[config.mk]
export PLATFORM = sky130hd
export DESIGN_NAME = gclk_ctrl
export DESIGN_NICKNAME = d
export VERILOG_FILES = /design/src/rtl/gclk_pkg.sv /design/src/rtl/gclk_gate_fsm.sv /design/src/rtl/gclk_div_core.sv /design/src/rtl/gclk_status.sv /design/src/rtl/gclk_ctrl.sv
export SDC_FILE = /design/constraint.sdc
export NUM_CORES = 1
export LEC_CHECK = 0
export BUFFER_PORTS_ARGS = -buffer_cell sky130_fd_sc_hd__buf_4
export CAP_MARGIN = 20
export CORE_UTILIZATION = 51
export DETAILED_ROUTE_END_ITERATION = 10
export PLACE_DENSITY = 0.74
export SETUP_SLACK_MARGIN = 0.2
export SLEW_MARGIN = 20
export SYNTH_ARGS = -nofsm -noshare
export SYNTH_HDL_FRONTEND = slang
export SYNTH_SLANG_ARGS = --single-unit
[constraint.sdc]
create_clock -name clk -period 1.85 [get_ports clk]
set_clock_uncertainty 0.1 [all_clocks]
set_input_delay 0.185 -clock clk [delete_from_list [all_inputs] [get_ports clk]]
set_output_delay 0.185 -clock clk [all_outputs]
set_load 0.05 [all_outputs]
[src/rtl/gclk_pkg.sv]
package gclk_pkg;

    localparam int DIV_SEL_W = 2;
    // the longest period is 2 * 2^(2^DIV_SEL_W - 1) = 2^(2^DIV_SEL_W)
    localparam int CNT_W     = 1 << DIV_SEL_W;

    typedef logic [DIV_SEL_W-1:0] div_sel_t;
    typedef logic [CNT_W-1:0]     cnt_t;

    typedef enum logic {
        GATE_OFF = 1'b0,
        GATE_ON  = 1'b1
    } gate_state_e;

    typedef struct packed {
        div_sel_t div;
        logic     ph90;
    } clk_cfg_t;

    // number of system cycles in one half of the serial clock
    function automatic cnt_t half_len(div_sel_t d);
        return cnt_t'(1) << d;
    endfunction

    // final count value of a full serial period (wraps cleanly at the top)
    function automatic cnt_t last_cnt(div_sel_t d);
        return (half_len(d) << 1) - cnt_t'(1);
    endfunction

    // count position of the launch strobe
    function automatic cnt_t strobe_pt(clk_cfg_t c);
        return c.ph90 ? (half_len(c.div) >> 1) : half_len(c.div);
    endfunction

endpackage

[src/rtl/gclk_gate_fsm.sv]
module gclk_gate_fsm
    import gclk_pkg::*;
(
    input  logic     clk,
    input  logic     rst,
    input  logic     run_req,
    input  logic     xfer_idle,
    input  logic     cnt_last,
    input  clk_cfg_t cfg_in,
    output logic     gate_on,
    output logic     gate_start,
    output clk_cfg_t cfg_q
);

    gate_state_e state_q, state_d;

    always_comb begin
        state_d = state_q;
        unique case (state_q)
            GATE_OFF: if (run_req) state_d = GATE_ON;
            GATE_ON:  if (!run_req && xfer_idle && cnt_last) state_d = GATE_OFF;
        endcase
    end

    assign gate_on    = (state_q == GATE_ON);
    assign gate_start = (state_q == GATE_OFF) && run_req;

    always_ff @(posedge clk) begin
        if (rst) begin
            state_q <= GATE_OFF;
            cfg_q   <= '0;
        end else begin
            state_q <= state_d;
            if (gate_start) begin
                cfg_q <= cfg_in;
            end
        end
    end

    // captured setting must not move while the clock keeps running
    assert_cfg_frozen_R6: assert property (@(posedge clk) disable iff (rst)
        (gate_on && $past(gate_on)) |-> $stable(cfg_q));

    // a stop only happens with the engine idle and no enable pending
    assert_stop_waits_idle_R5: assert property (@(posedge clk) disable iff (rst)
        $fell(gate_on) |-> ($past(xfer_idle) && !$past(run_req)));

endmodule

[src/rtl/gclk_div_core.sv]
module gclk_div_core
    import gclk_pkg::*;
(
    input  logic     clk,
    input  logic     rst,
    input  logic     gate_on,
    input  clk_cfg_t cfg,
    output logic     ser_clk,
    output logic     launch_stb,
    output logic     cnt_last
);

    cnt_t cnt_q;

    assign cnt_last   = gate_on && (cnt_q == last_cnt(cfg.div));
    assign ser_clk    = gate_on && (cnt_q < half_len(cfg.div));
    assign launch_stb = gate_on && (cnt_q == strobe_pt(cfg));

    // the counter sits at zero whenever the gate is closed
    always_ff @(posedge clk) begin
        if (rst || !gate_on) begin
            cnt_q <= '0;
        end else if (cnt_last) begin
            cnt_q <= '0;
        end else begin
            cnt_q <= cnt_q + cnt_t'(1);
        end
    end

    assert_cnt_in_period_R1: assert property (@(posedge clk) disable iff (rst)
        gate_on |-> (cnt_q <= last_cnt(cfg.div)));

    // closing the gate must follow a low cycle, never cut a high one
    assert_no_runt_R4: assert property (@(posedge clk) disable iff (rst)
        $fell(gate_on) |-> !$past(ser_clk));

endmodule

[src/rtl/gclk_status.sv]
module gclk_status (
    input  logic clk,
    input  logic rst,
    input  logic gate_on,
    input  logic gate_start,
    input  logic xfer_idle,
    input  logic bus_rd_busy,
    input  logic bus_wr_busy,
    output logic clk_stopped,
    output logic if_idle,
    output logic cfg_ok
);

    logic off_d1;

    always_ff @(posedge clk) begin
        if (rst) begin
            off_d1      <= 1'b1;
            clk_stopped <= 1'b1;
            if_idle     <= 1'b0;
        end else begin
            off_d1      <= !gate_on && !gate_start;
            clk_stopped <= !gate_on && !gate_start && off_d1;
            if_idle     <= xfer_idle && !bus_rd_busy && !bus_wr_busy;
        end
    end

    assign cfg_ok = if_idle && clk_stopped;

    assert_stopped_excl_run_R7: assert property (@(posedge clk) disable iff (rst)
        clk_stopped |-> !gate_on);

    assert_stop_delay_R7: assert property (@(posedge clk) disable iff (rst)
        $rose(clk_stopped) |-> (!$past(gate_on) && !$past(gate_on, 2)));

endmodule

[src/rtl/gclk_ctrl.sv]
module gclk_ctrl
    import gclk_pkg::*;
(
    input  logic                 clk,
    input  logic                 rst,
    input  logic                 en_boot,
    input  logic                 en_run,
    input  logic [DIV_SEL_W-1:0] div_sel,
    input  logic                 phase90,
    input  logic                 xfer_idle,
    input  logic                 bus_rd_busy,
    input  logic                 bus_wr_busy,
    output logic                 ser_clk,
    output logic                 launch_stb,
    output logic                 clk_stopped,
    output logic                 if_idle,
    output logic                 cfg_ok
);

    clk_cfg_t cfg_in, cfg_q;
    logic     gate_on, gate_start, cnt_last;

    assign cfg_in = '{div: div_sel, ph90: phase90};

    gclk_gate_fsm u_fsm (
        .clk        (clk),
        .rst        (rst),
        .run_req    (en_boot && en_run),
        .xfer_idle  (xfer_idle),
        .cnt_last   (cnt_last),
        .cfg_in     (cfg_in),
        .gate_on    (gate_on),
        .gate_start (gate_start),
        .cfg_q      (cfg_q)
    );

    gclk_div_core u_core (
        .clk        (clk),
        .rst        (rst),
        .gate_on    (gate_on),
        .cfg        (cfg_q),
        .ser_clk    (ser_clk),
        .launch_stb (launch_stb),
        .cnt_last   (cnt_last)
    );

    gclk_status u_stat (
        .clk         (clk),
        .rst         (rst),
        .gate_on     (gate_on),
        .gate_start  (gate_start),
        .xfer_idle   (xfer_idle),
        .bus_rd_busy (bus_rd_busy),
        .bus_wr_busy (bus_wr_busy),
        .clk_stopped (clk_stopped),
        .if_idle     (if_idle),
        .cfg_ok      (cfg_ok)
    );

    // the clock may only start with both enables present
    assert_start_needs_both_R3: assert property (@(posedge clk) disable iff (rst)
        $rose(gate_on) |-> ($past(en_boot) && $past(en_run)));

    assert_cfg_ok_R9: assert property (@(posedge clk) disable iff (rst)
        cfg_ok |-> (clk_stopped && !ser_clk));

endmodule

==> results.txt <==
----------------------------------------------------
[Min path]
  Worst min path class ... in2reg
  Worst Hold Path EP ... u_stat.if_idle
  Hold path cells ... 2
  Startpoint of the tightest hold check path ... bus_rd_busy

[Floorplan]
  Width of the die ... slightly below 40 µm
  Die Y-Extent ... 39.13 µm
  FP Rows ... 13
  Initial core utilization ... 0.5472
  Floorplan Core Area ... 1285 µm²
  IO Pins ... 15
  Total die area ... 1531 µm²

[STA]
  Final hold vios ... 1
  Final worst path period need ... slightly below 2000 ps
  Relative slew slack ... 0.7337
  Maximum frequency from static timing analysis ... between 500 and 600 MHz
  Setup repair after global routing missed its margin ... true
  Worst-margin pin slew ... 395.2 ps
  Final setup viols ... 2
  Final Worst Setup Slack ... -104.9 ps
  Slew Limit Fails ... 0
  Hold Worst Slack ... -2.321 ps
  Final Cycle Share ... 1.057
  Final total negative setup slack ... -167.9 ps

[Drt]
  Post-DR wirelength/cell ... about 14 µm
  Initial DRC count ... 13
  Number of detailed-route iterations in the first pass ... 2
  WL final ... 1544 µm
  Per-cell via count in the routed design ... around 5.4
  Number of remaining DRC errors ... 0
  Remaining number of nets flagged by the antenna check after routing ... 0
  Vias post-DR ... 616

[Clock tree]
  Latest clock arrival within the worst-skew pair ... around 260 ps
  Maximum level of the CTS H-tree ... 1
  CTS tree ... done
  Clock edge transition at the registers on the reported setup and hold paths ... around 80 ps
  TritonCTS Buffers ... 3
  CTS root buffer ... sky130_fd_sc_hd__clkbuf_4
  Largest buffer count on any clock path ... 2
  Clock tree sinks ... 11

[Power and ir drop]
  Ratio of total power to cell area ... 580.5 nW/µm²
  P_leak ... 0.4129 nW
  Net switching fraction of the power ... 0.2778
  Internal power of the cells ... 397.1 µW
  Reported net switching power ... ~150 µW
  Share of power burned in registers ... 0.469
  Combinational power share ... 0.233
  Power Total ... between 500 and 600 µW
  Clock network fraction of total power ... 0.298
  Worst voltage drop across the vdd grid ... 509.1 µV

[Worst setup path]
  Crit Reg-Reg Startpoint ... u_fsm.cfg_q[2]
  Flop-to-flop setup slack ... about 300 ps
  Endpoint kind of the worst setup timing path ... output port
  Required arrival time at the worst endpoint ... between 1500 and 2000 ps
  Critical path peak fanout ... 3
  Slowest cell on the critical path ... sky130_fd_sc_hd__dfxtp_2
  Number of buffer and inverter stages on the critical path ... 1
  List of cells traversed by the critical path ... nand2b_4, ha_4, o31a_1, o21a_1, o21ai_1, and3b_2, buf_8
  Critical path data arrival time ... approximately 1700 ps
  Capture point of the worst reg-to-reg path ... u_core.cnt_q[2]
  Stages on the worst setup path ... 7
  Largest stage delay on the critical path ... 330 ps
  Startpoint class of the critical path ... register
  Gate family responsible for the most delay along the worst path ... compound AO/OA/AOI/OAI gates
  Worst reg2reg path depth ... 5
  Kind of critical path ... reg2out

[Job]
  Max Cap Viol ... 0

[Global route]
  Maximum number of pins on one net before global-route repair ... 11
  Number of global-route vias before repair ... 515
  Total congestion overflow ... 0
  Number of antenna violations at the first check in global routing ... 0
  Global router's overall resource usage ... 0.2148
  Global-route wire length before repair ... 2173 µm

[Run status]
  Violated checks ... hold timing, setup timing
  Outcome ... finished, violations left

[Finish]
  Most common cell after layout, fill and taps aside ... sky130_fd_sc_hd__buf_4
  Final non-filler cell area ... 947.2 µm²
  Syn-to-layout area delta ... 34.70%
  Total Nets Final ... between 100 and 150
  Fraction of final layout cells with drive strength greater than 1 ... 0.4444
  Most frequent cells in the layout ... sky130_fd_sc_hd__buf_4 (18), sky130_fd_sc_hd__nor2_1 (6), sky130_fd_sc_hd__dfxtp_1 (6)
  Antenna diode count ... 0

[Logic synthesis]
  Sequential area share after synthesis ... 0.3132
  Cell type contributing the most total cell area after synthesis ... sky130_fd_sc_hd__dfxtp_1
  Area of the mapped netlist ... 703.2 µm²
  Synth Net Count ... 92
  Number of different library cells in the post-synthesis netlist ... 37
  Number of warnings issued by yosys ... 0
  Post-synthesis instance total ... 78
  Share of the synthesized area in the top cell type ... 0.3132
  Synth Area per Inst ... 9.015 µm²
  Top cells by area in the synthesized netlist ... sky130_fd_sc_hd__dfxtp_1 (31%), sky130_fd_sc_hd__ha_1 (7.1%), sky130_fd_sc_hd__mux2i_1 (4.3%)
  Flip-flop and latch count after synthesis ... 11

[Placed design]
  Total placed instance area ... 840.8 µm²
  Worst setup timing slack at the placement stage ... 67.06 ps
  Placed wire-length estimate ... 1091 µm
  Final weighted congestion in routability-driven placement ... 0.7024
  Port Buffer Count ... 14

----------------------------------------------------
## layout make-up
type                       count  area (µm²)
timing repair buffer          23       197.7
tap                           15       18.77
multi-input combinational     60       471.7
inverter                       1       3.754
fill                          99       337.8
clock buffer                   4       26.28
sequential                    11       229.0
## power groups by stage
stage | logic, mW | clock network, mW | registers [mW]
final | 0.128 | 0.164 | 0.258
after floorplan | 0.0683 | 0 | 0.267
after global placement | 0.109 | 0 | 0.262
after CTS | 0.126 | 0.165 | 0.257
after global routing | 0.137 | 0.178 | 0.259
after detailed placement | 0.111 | 0 | 0.262
## cells in the mapped netlist
library cell,count
sky130_fd_sc_hd__or2_2,2
sky130_fd_sc_hd__and3b_1,1
sky130_fd_sc_hd__clkbuf_1,1
sky130_fd_sc_hd__o21bai_1,2
sky130_fd_sc_hd__and4b_2,1
sky130_fd_sc_hd__nor4_1,2
sky130_fd_sc_hd__nor2b_1,4
sky130_fd_sc_hd__xnor2_1,1
sky130_fd_sc_hd__buf_6,2
sky130_fd_sc_hd__xor2_1,2
sky130_fd_sc_hd__a21bo_2,1
sky130_fd_sc_hd__and4b_4,1
sky130_fd_sc_hd__or3_1,1
sky130_fd_sc_hd__dfxtp_1,11
sky130_fd_sc_hd__or3_2,1
sky130_fd_sc_hd__nand3_1,1
sky130_fd_sc_hd__a21o_1,1
sky130_fd_sc_hd__o2111a_1,1
sky130_fd_sc_hd__nor3b_1,2
sky130_fd_sc_hd__inv_1,1
sky130_fd_sc_hd__and2_1,1
sky130_fd_sc_hd__nand2_1,4
sky130_fd_sc_hd__nor2_1,6
sky130_fd_sc_hd__nor3_1,2
sky130_fd_sc_hd__o21ai_0,3
sky130_fd_sc_hd__a21oi_1,3
sky130_fd_sc_hd__buf_2,1
sky130_fd_sc_hd__ha_1,4
sky130_fd_sc_hd__nand2b_1,2
sky130_fd_sc_hd__clkbuf_2,2
sky130_fd_sc_hd__o41ai_2,1
sky130_fd_sc_hd__mux2i_1,3
sky130_fd_sc_hd__o31a_1,1
sky130_fd_sc_hd__nand2b_4,1
sky130_fd_sc_hd__o21a_1,1
sky130_fd_sc_hd__nor4b_1,1
sky130_fd_sc_hd__a31oi_1,3
## worst max path at each step
stage / from / end / slack (ps)
3_5_place_dp: u_fsm.cfg_q[2] / ser_clk / 70
2_1_floorplan: u_fsm.cfg_q[2] / ser_clk / 90
3_3_place_gp: u_fsm.cfg_q[2] / ser_clk / 90
6_report: u_fsm.cfg_q[2] / ser_clk / -100
4_1_cts: u_fsm.cfg_q[2] / ser_clk / -130
5_1_grt: u_fsm.cfg_q[2] / ser_clk / -150
## cell families (layout without fill, tap and decap cells)
logic type / count (synthesis) / in the layout / synth area share
compound gates: 17 / 17 / 0.1779
xor+xnor: 3 / 3 / 0.03737
fa+ha+maj: 4 / 4 / 0.07118
buf+inv: 7 / 28 / 0.06404
flops: 11 / 11 / 0.3132
mux: 3 / 3 / 0.04271
simple gates: 33 / 33 / 0.2936
## flip-flops by register name, summed over array words and instances, names as in the netlist
signal and cells:
u_stat.if_idle 1, u_fsm.gate_on 1, u_stat.off_d1 1, u_stat.clk_stopped 1, u_core.cnt_q 4, u_fsm.cfg_q 3
## worst reg2reg max path, stage by stage (launching register included)
cell and delay [ps]:
sky130_fd_sc_hd__dfxtp_2 330, sky130_fd_sc_hd__buf_6 140, sky130_fd_sc_hd__buf_4 140, sky130_fd_sc_hd__xor2_1 170, sky130_fd_sc_hd__o41ai_2 460, sky130_fd_sc_hd__nor2_1 90
## metal layers
layer | up-vias | GRT usage | wire [µm]
met2 | 7 | 0.3917 | 806
li1 | 324 | - | -
met1 | 283 | 0.2457 | 698
met5 | - | 0 | 0
met3 | 2 | 0.01734 | 25
met4 | 0 | 0.1034 | 14
## what timing repair did
action	CTS	global route
setup endpoints to repair	2	3
endpoints found under the hold margin	1	0
pin swaps	4	3
hold buffers	2	0
gates resized for setup	17	2
buffers inserted	0	1
## through the flow
step / instances / utilization
3_3_place_gp: 108 / 0.6543
5_1_grt: 114 / 0.7371
4_1_cts: 114 / 0.7352
2_1_floorplan: 78 / -
6_report: 114 / 0.7371
3_5_place_dp: 108 / 0.6543
(Power assumes the default switching activity.)
